`src/rtl/xlat_dist_pkg.sv`:
```
package xlat_dist_pkg;

    typedef enum logic [0:0] {
        DS_IDLE = 1'b0,
        DS_SEND = 1'b1
    } dist_state_e;

endpackage

```
`src/rtl/xlat_page_merge.sv`:
```
module xlat_page_merge #(
    parameter int AW    = 32,
    parameter int PSZ_W = 5
) (
    input  logic [AW-1:0]    base_pa,
    input  logic [AW-1:0]    mem_va,
    input  logic [PSZ_W-1:0] psz,
    input  logic             is_leader,
    output logic [AW-1:0]    out_pa
);
    logic [AW-1:0] off_mask;

    // Offset mask from the page size that came back with the translation.
    assign off_mask = (AW'(1) << psz) - AW'(1);

    always_comb begin
        if (is_leader) begin
            out_pa = base_pa;
        end else begin
            out_pa = (base_pa & ~off_mask) | (mem_va & off_mask);
        end
    end
endmodule

```
`src/rtl/xlat_port_steer.sv`:
```
module xlat_port_steer #(
    parameter int NPORT = 4,
    parameter int PID_W = 2
) (
    input  logic             req,
    input  logic [PID_W-1:0] pid,
    input  logic [NPORT-1:0] rdy,
    output logic [NPORT-1:0] vld,
    output logic             fire
);
    for (genvar gi = 0; gi < NPORT; gi++) begin : g_port
        assign vld[gi] = req && (pid == PID_W'(gi));
    end

    assign fire = |(vld & rdy);
endmodule

```
`src/rtl/xlat_dist_seq.sv`:
```
module xlat_dist_seq
    import xlat_dist_pkg::*;
#(
    parameter int AW     = 32,
    parameter int PSZ_W  = 5,
    parameter int HL_W   = 2,
    parameter int VPN_W  = 20,
    parameter int GRP_W  = 3,
    parameter int SLOT_W = 3
) (
    input  logic              clk,
    input  logic              rst_n,
    input  logic              cmp_valid,
    output logic              cmp_ready,
    input  logic [GRP_W-1:0]  cmp_grp,
    input  logic [SLOT_W-1:0] cmp_last,
    input  logic [VPN_W-1:0]  cmp_vpage,
    input  logic [AW-1:0]     cmp_paddr,
    input  logic [PSZ_W-1:0]  cmp_psz,
    input  logic              cmp_uncache,
    input  logic [HL_W-1:0]   cmp_hit_lvl,
    input  logic              fire,
    output logic              busy,
    output logic [GRP_W-1:0]  cur_grp,
    output logic [SLOT_W-1:0] cur_slot,
    output logic [AW-1:0]     cur_base,
    output logic [PSZ_W-1:0]  cur_psz,
    output logic              cur_unc,
    output logic [HL_W-1:0]   cur_hl,
    output logic              cur_leader,
    output logic              clr_valid,
    output logic [VPN_W-1:0]  clr_vpage
);
    typedef struct packed {
        dist_state_e       state;
        logic [GRP_W-1:0]  grp;
        logic [SLOT_W-1:0] slot;
        logic [SLOT_W-1:0] last;
        logic [AW-1:0]     base;
        logic [PSZ_W-1:0]  psz;
        logic              unc;
        logic [HL_W-1:0]   hl;
        logic [VPN_W-1:0]  vpage;
    } seq_t;

    seq_t seq_d, seq_q;
    logic clr_d;

    always_comb begin
        seq_d = seq_q;
        clr_d = 1'b0;
        case (seq_q.state)
            DS_IDLE: begin
                if (cmp_valid) begin
                    seq_d.state = DS_SEND;
                    seq_d.grp   = cmp_grp;
                    seq_d.slot  = '0;
                    seq_d.last  = cmp_last;
                    seq_d.base  = cmp_paddr;
                    seq_d.psz   = cmp_psz;
                    seq_d.unc   = cmp_uncache;
                    seq_d.hl    = cmp_hit_lvl;
                    seq_d.vpage = cmp_vpage;
                end
            end
            DS_SEND: begin
                if (fire) begin
                    if (seq_q.slot == seq_q.last) begin
                        seq_d.state = DS_IDLE;
                        clr_d       = 1'b1;
                    end else begin
                        seq_d.slot = seq_q.slot + 1'b1;
                    end
                end
            end
            default: seq_d.state = DS_IDLE;
        endcase
    end

    always_ff @(posedge clk) begin
        if (!rst_n) begin
            seq_q <= '0;
        end else begin
            seq_q <= seq_d;
        end
    end

    assign cmp_ready  = (seq_q.state == DS_IDLE);
    assign busy       = (seq_q.state == DS_SEND);
    assign cur_grp    = seq_q.grp;
    assign cur_slot   = seq_q.slot;
    assign cur_base   = seq_q.base;
    assign cur_psz    = seq_q.psz;
    assign cur_unc    = seq_q.unc;
    assign cur_hl     = seq_q.hl;
    assign cur_leader = (seq_q.slot == '0);
    assign clr_valid  = clr_d;
    assign clr_vpage  = seq_q.vpage;
endmodule

```
`src/rtl/xlat_rsp_distributor.sv`:
```
module xlat_rsp_distributor #(
    parameter int AW     = 32,
    parameter int PSZ_W  = 5,
    parameter int HL_W   = 2,
    parameter int VPN_W  = 20,
    parameter int GRP_W  = 3,
    parameter int MAXM   = 8,
    parameter int NPORT  = 4,
    parameter int SLOT_W = $clog2(MAXM),
    parameter int PID_W  = $clog2(NPORT)
) (
    input  logic              clk,
    input  logic              rst_n,
    input  logic              cmp_valid,
    output logic              cmp_ready,
    input  logic [GRP_W-1:0]  cmp_grp,
    input  logic [SLOT_W-1:0] cmp_last,
    input  logic [VPN_W-1:0]  cmp_vpage,
    input  logic [AW-1:0]     cmp_paddr,
    input  logic [PSZ_W-1:0]  cmp_psz,
    input  logic              cmp_uncache,
    input  logic [HL_W-1:0]   cmp_hit_lvl,
    output logic [GRP_W-1:0]  tbl_grp,
    output logic [SLOT_W-1:0] tbl_slot,
    input  logic [AW-1:0]     tbl_vaddr,
    input  logic [PID_W-1:0]  tbl_port,
    input  logic              tbl_pf,
    output logic [NPORT-1:0]  rsp_valid,
    input  logic [NPORT-1:0]  rsp_ready,
    output logic [AW-1:0]     rsp_paddr,
    output logic              rsp_uncache,
    output logic [HL_W-1:0]   rsp_hit_lvl,
    output logic              rsp_cnt_pop,
    output logic              rsp_leader,
    output logic              clr_valid,
    output logic [VPN_W-1:0]  clr_vpage
);
    logic             busy;
    logic             fire;
    logic [AW-1:0]    cur_base;
    logic [PSZ_W-1:0] cur_psz;
    logic             cur_leader;

    xlat_dist_seq #(
        .AW(AW), .PSZ_W(PSZ_W), .HL_W(HL_W), .VPN_W(VPN_W),
        .GRP_W(GRP_W), .SLOT_W(SLOT_W)
    ) seq_i (
        .clk        (clk),
        .rst_n      (rst_n),
        .cmp_valid  (cmp_valid),
        .cmp_ready  (cmp_ready),
        .cmp_grp    (cmp_grp),
        .cmp_last   (cmp_last),
        .cmp_vpage  (cmp_vpage),
        .cmp_paddr  (cmp_paddr),
        .cmp_psz    (cmp_psz),
        .cmp_uncache(cmp_uncache),
        .cmp_hit_lvl(cmp_hit_lvl),
        .fire       (fire),
        .busy       (busy),
        .cur_grp    (tbl_grp),
        .cur_slot   (tbl_slot),
        .cur_base   (cur_base),
        .cur_psz    (cur_psz),
        .cur_unc    (rsp_uncache),
        .cur_hl     (rsp_hit_lvl),
        .cur_leader (cur_leader),
        .clr_valid  (clr_valid),
        .clr_vpage  (clr_vpage)
    );

    xlat_page_merge #(.AW(AW), .PSZ_W(PSZ_W)) merge_i (
        .base_pa  (cur_base),
        .mem_va   (tbl_vaddr),
        .psz      (cur_psz),
        .is_leader(cur_leader),
        .out_pa   (rsp_paddr)
    );

    xlat_port_steer #(.NPORT(NPORT), .PID_W(PID_W)) steer_i (
        .req (busy),
        .pid (tbl_port),
        .rdy (rsp_ready),
        .vld (rsp_valid),
        .fire(fire)
    );

    assign rsp_cnt_pop = !tbl_pf;
    assign rsp_leader  = cur_leader;

    // a response never targets more than one upstream port.
    assert_one_port_R6: assert property (@(posedge clk) disable iff (!rst_n)
        $onehot0(rsp_valid));

    // an accepted completion offers its leader on the next cycle.
    assert_start_next_R8: assert property (@(posedge clk) disable iff (!rst_n)
        (cmp_valid && cmp_ready) |=> (rsp_valid != '0) && rsp_leader);

    // a stalled member is held unchanged.
    assert_hold_stall_R8: assert property (@(posedge clk) disable iff (!rst_n)
        ((rsp_valid != '0) && !fire) |=>
            ($stable(rsp_valid) && $stable(rsp_paddr) && $stable(rsp_leader)));

    // the clear only accompanies an actual handoff.
    assert_clr_on_fire_R9: assert property (@(posedge clk) disable iff (!rst_n)
        clr_valid |-> (fire && (rsp_valid != '0)));

    // intake reopens the cycle after the clear.
    assert_reopen_R10: assert property (@(posedge clk) disable iff (!rst_n)
        clr_valid |=> cmp_ready);

    // no completion is taken while responses are pending.
    assert_closed_R10: assert property (@(posedge clk) disable iff (!rst_n)
        (rsp_valid != '0) |-> !cmp_ready);
endmodule

```
`config.mk`:
```
export PLATFORM = sky130hd
export DESIGN_NAME = xlat_rsp_distributor
export DESIGN_NICKNAME = d
export VERILOG_FILES = /design/src/rtl/xlat_dist_pkg.sv /design/src/rtl/xlat_page_merge.sv /design/src/rtl/xlat_port_steer.sv /design/src/rtl/xlat_dist_seq.sv /design/src/rtl/xlat_rsp_distributor.sv
export SDC_FILE = /design/constraint.sdc
export NUM_CORES = 1
export LEC_CHECK = 0
export BUFFER_PORTS_ARGS = -buffer_cell sky130_fd_sc_hd__buf_2
export CAP_MARGIN = 10
export CORE_UTILIZATION = 30
export CTS_CLUSTER_DIAMETER = 150
export DETAILED_ROUTE_END_ITERATION = 10
export GPL_TIMING_DRIVEN = 1
export SLEW_MARGIN = 10
export SYNTH_ARGS = -nofsm -noshare
export SYNTH_HDL_FRONTEND = slang
export SYNTH_SLANG_ARGS = --single-unit
```
`constraint.sdc`:
```
create_clock -name clk -period 3.3 [get_ports clk]
set_input_delay 0.495 -clock clk [delete_from_list [all_inputs] [get_ports clk]]
set_output_delay 0.495 -clock clk [all_outputs]
set_load 0.005 [all_outputs]
```
==> reports/summary.txt <==
Post-Route WL: 11,300 µm
Clock Pin Slew Worst Setup and Hold Paths: 60 ps
Worst Hold Class: input pin to flop
worst hold path depth: 3
final core utilization: 40.4%
residual overflow from global routing: 0
post-synthesis register bit count: 70
Clock H-tree levels: 3
hold-fix buffer count after cts: 0
startpoint types: flop
CTS tree: built
Reg area: 1400 µm²
DP HPWL: 8250 µm
Critical Path End Type: output port
Reg-to-Reg Start: seq_i.busy
Post-synth EDFFs: 0
CP bufs+invs: 3
Mapped Area: 3820 µm²
fin cells: 821
r2r worst-path depth: 4
outcome: complete, no violations
Die Area: 13,200 µm²
most common cell after layout, fill and taps aside: buf_2
Max Freq: 325 MHz
Critical Path Max Stage Delay: 380 ps
CTS root buf: clkbuf_16
routed vias: 3,925
largest net degree at the start of global routing: 50
Ports: 177
R2R Setup Slk: 1270 ps
Clk Latency, worst-skew pair: 330 ps
ys flop type: dfxtp_1
initial antenna violation count: 1
GR Util All Layers: 17.4%
Cells after DPL: 807
post-synthesis sequential area ratio: 36.7%
Setup TNS: 0 ps
CP arrival: 2580 ps
Worst Max-Slew Pin Slew: 945 ps
total power divided by cell area: 465 nW/µm²
fillcell total: 1,312
RR Endpoint: seq_i.clr_vpage[6]
final routed DRC violation total: 0
Stages on worst setup path: 9
Die Ht: 115 µm
Netlist cell types: 51
Synth-to-Final Area Change: 29.2%
worst-path cell chain: buf_4 > inv_1 > nand3_1 > ha_2 > or3b_1 > o22a_1 > o32ai_1 > mux2_1 > buf_2
clk buf depth: 2
vias in the first global route: 3,726
wire per inst: 13.7 µm
Initial Utilization: 31.3%
final setup violation count: 0
syn nets: 630
nets: 761
Worst slew margin: 37.0%
Synth warnings: 0
CP max FO: 13
ys async rst share: 0%
Max IR drop VDD: 0.237 mV
Die X-Extent: 115 µm
most frequent cells in the layout: buf_2 (175), nand2_1 (142), a21oi_1 (80)
Hold Crit Start: cmp_psz[4]
DR iter-0 viols: 103
Setup CP Type: flop to output port
first-pass GRT wire length: 17,900 µm
RSZ-0062 raised after global routing: no
post-synthesis cell count: 519
drt pass-1 iters: 4
Row Count: 40
vias per std cell: 4.78
ANT nets after route: 0
min cycle time layout: 3080 ps
CP top delay family: simple AND/OR/NAND/NOR gates
syn avg cell area: 7.35 µm²
P_leak: 2.24 nW
clock net sink count: 70
Worst Hold End: seq_i.cur_psz[4]
slowest stage cell, crit path: or3b_1
CTS buffer count: 9
GPL Wtd Cong: 0.836
maxcap violations: 0
final period utilization: 93.2%
layout cells sized above 1: 34.8%
Worst EP required: 2800 ps
Final Slew Violations: 0
Core Footprint: 12,200 µm²
Fin Clk Skew: 9.83 ps
Critical path origin: seq_i.cur_psz[4]
Final Hold Viols: 0
# port buffers: 175
multi-input logic area: 2020 µm²
report_power, final:
group          switching (mW)  internal (mW)  total [mW]
Clock                   0.343          0.591       0.934
Combinational           0.244          0.191       0.435
Sequential             0.0289          0.898       0.926
worst reg2reg max path: stages, from the launching register on:
cell and delay (ps):
dfxtp_1 440, nand2b_2 790, buf_4 440, nand2_1 100
a21oi_1 170
metal layers:
layer | global-route usage, % | share of wire [%] | up-vias
met1 | 20.2 | 43 | 1807
met5 | 0 | 0 | -
met3 | 5.59 | 7.7 | 6
li1 | - | - | 1981
met4 | 4.68 | 0.66 | 0
met2 | 30.6 | 49 | 131
worst max-delay path by stage:
stage,slack (ps),endpoint
2_1_floorplan,600,rsp_paddr[20]
3_3_place_gp,410,rsp_paddr[18]
3_5_place_dp,430,rsp_paddr[18]
4_1_cts,60,rsp_paddr[18]
5_1_grt,9,rsp_paddr[26]
6_report,220,rsp_paddr[20]
cell usage after synthesis (2+ instances only):
library cell    n  share of area, %
o21ai_0        12               1.6
nand2_1       142                14
a31oi_1         2              0.33
xnor2_1         3              0.69
o31ai_1         4              0.79
buf_2          13               1.7
clkbuf_1       22               2.2
o22a_1          2              0.46
mux2i_1         2              0.52
mux2_1         13               3.8
and2_1          4              0.66
nor4_1          3              0.49
inv_1          10              0.98
nand3_1        11               1.4
nor2_1         25               2.5
a221oi_1        2              0.46
mux2_2         15               4.4
nor2b_1         3              0.49
buf_4          28               5.5
o22ai_1         2              0.33
ha_1            3              0.98
dfxtp_1        70                37
nor3_1          7              0.92
a21oi_1        80                10
o21a_1          2              0.39
o21ai_1         3              0.39
o211ai_1        3              0.59
a211oi_1        2              0.39
nand2b_1        5              0.82
buf_1           5              0.49
registers in the layout (all words and copies together) (netlist names):
register	count
seq_i.busy	1
seq_i.seq_q	3
seq_i.cur_slot	3
seq_i.cur_grp	3
seq_i.cur_hl	2
seq_i.cur_base	32
seq_i.cur_psz	5
seq_i.clr_vpage	20
seq_i.cur_unc	1
per-stage QoR:
step	area (µm²)	hold slack (ps)	setup slack, ps	total power [mW]
6_report	4930	398	223	2.30
5_1_grt	4930	387	8.52	2.43
4_1_cts	4910	385	62.8	2.33
3_5_place_dp	4630	443	433	1.37
3_3_place_gp	4630	439	410	1.36
2_1_floorplan	3820	432	598	1.22
logic make-up after synthesis:
group | after synthesis | share of synthesized area, %
DFF | 70 | 36.7
AOI/OAI and AO/OA | 124 | 18.5
buffers and inverters | 80 | 11.2
xor gates and xnor gates | 3 | 0.689
and+or+nand+nor | 209 | 23.1
adders and majority gates | 3 | 0.984
muxes | 30 | 8.79
timing repair:
action	4_1_cts	5_1_grt
resized for setup	0	5
endpoints found under the setup margin	0	5
buffers inserted	0	0
cell type report:
class / count / share of cell area (%)
well taps: 168 / 4.26
repair buffers: 189 / 19.9
inverters: 11 / 0.837
diodes: 1 / 0.0507
clock buffers: 11 / 4.92
multi-input cells: 369 / 40.9
flip-flops and latches: 70 / 28.4
clock inverters: 2 / 0.710
(Power assumes the default switching activity.)
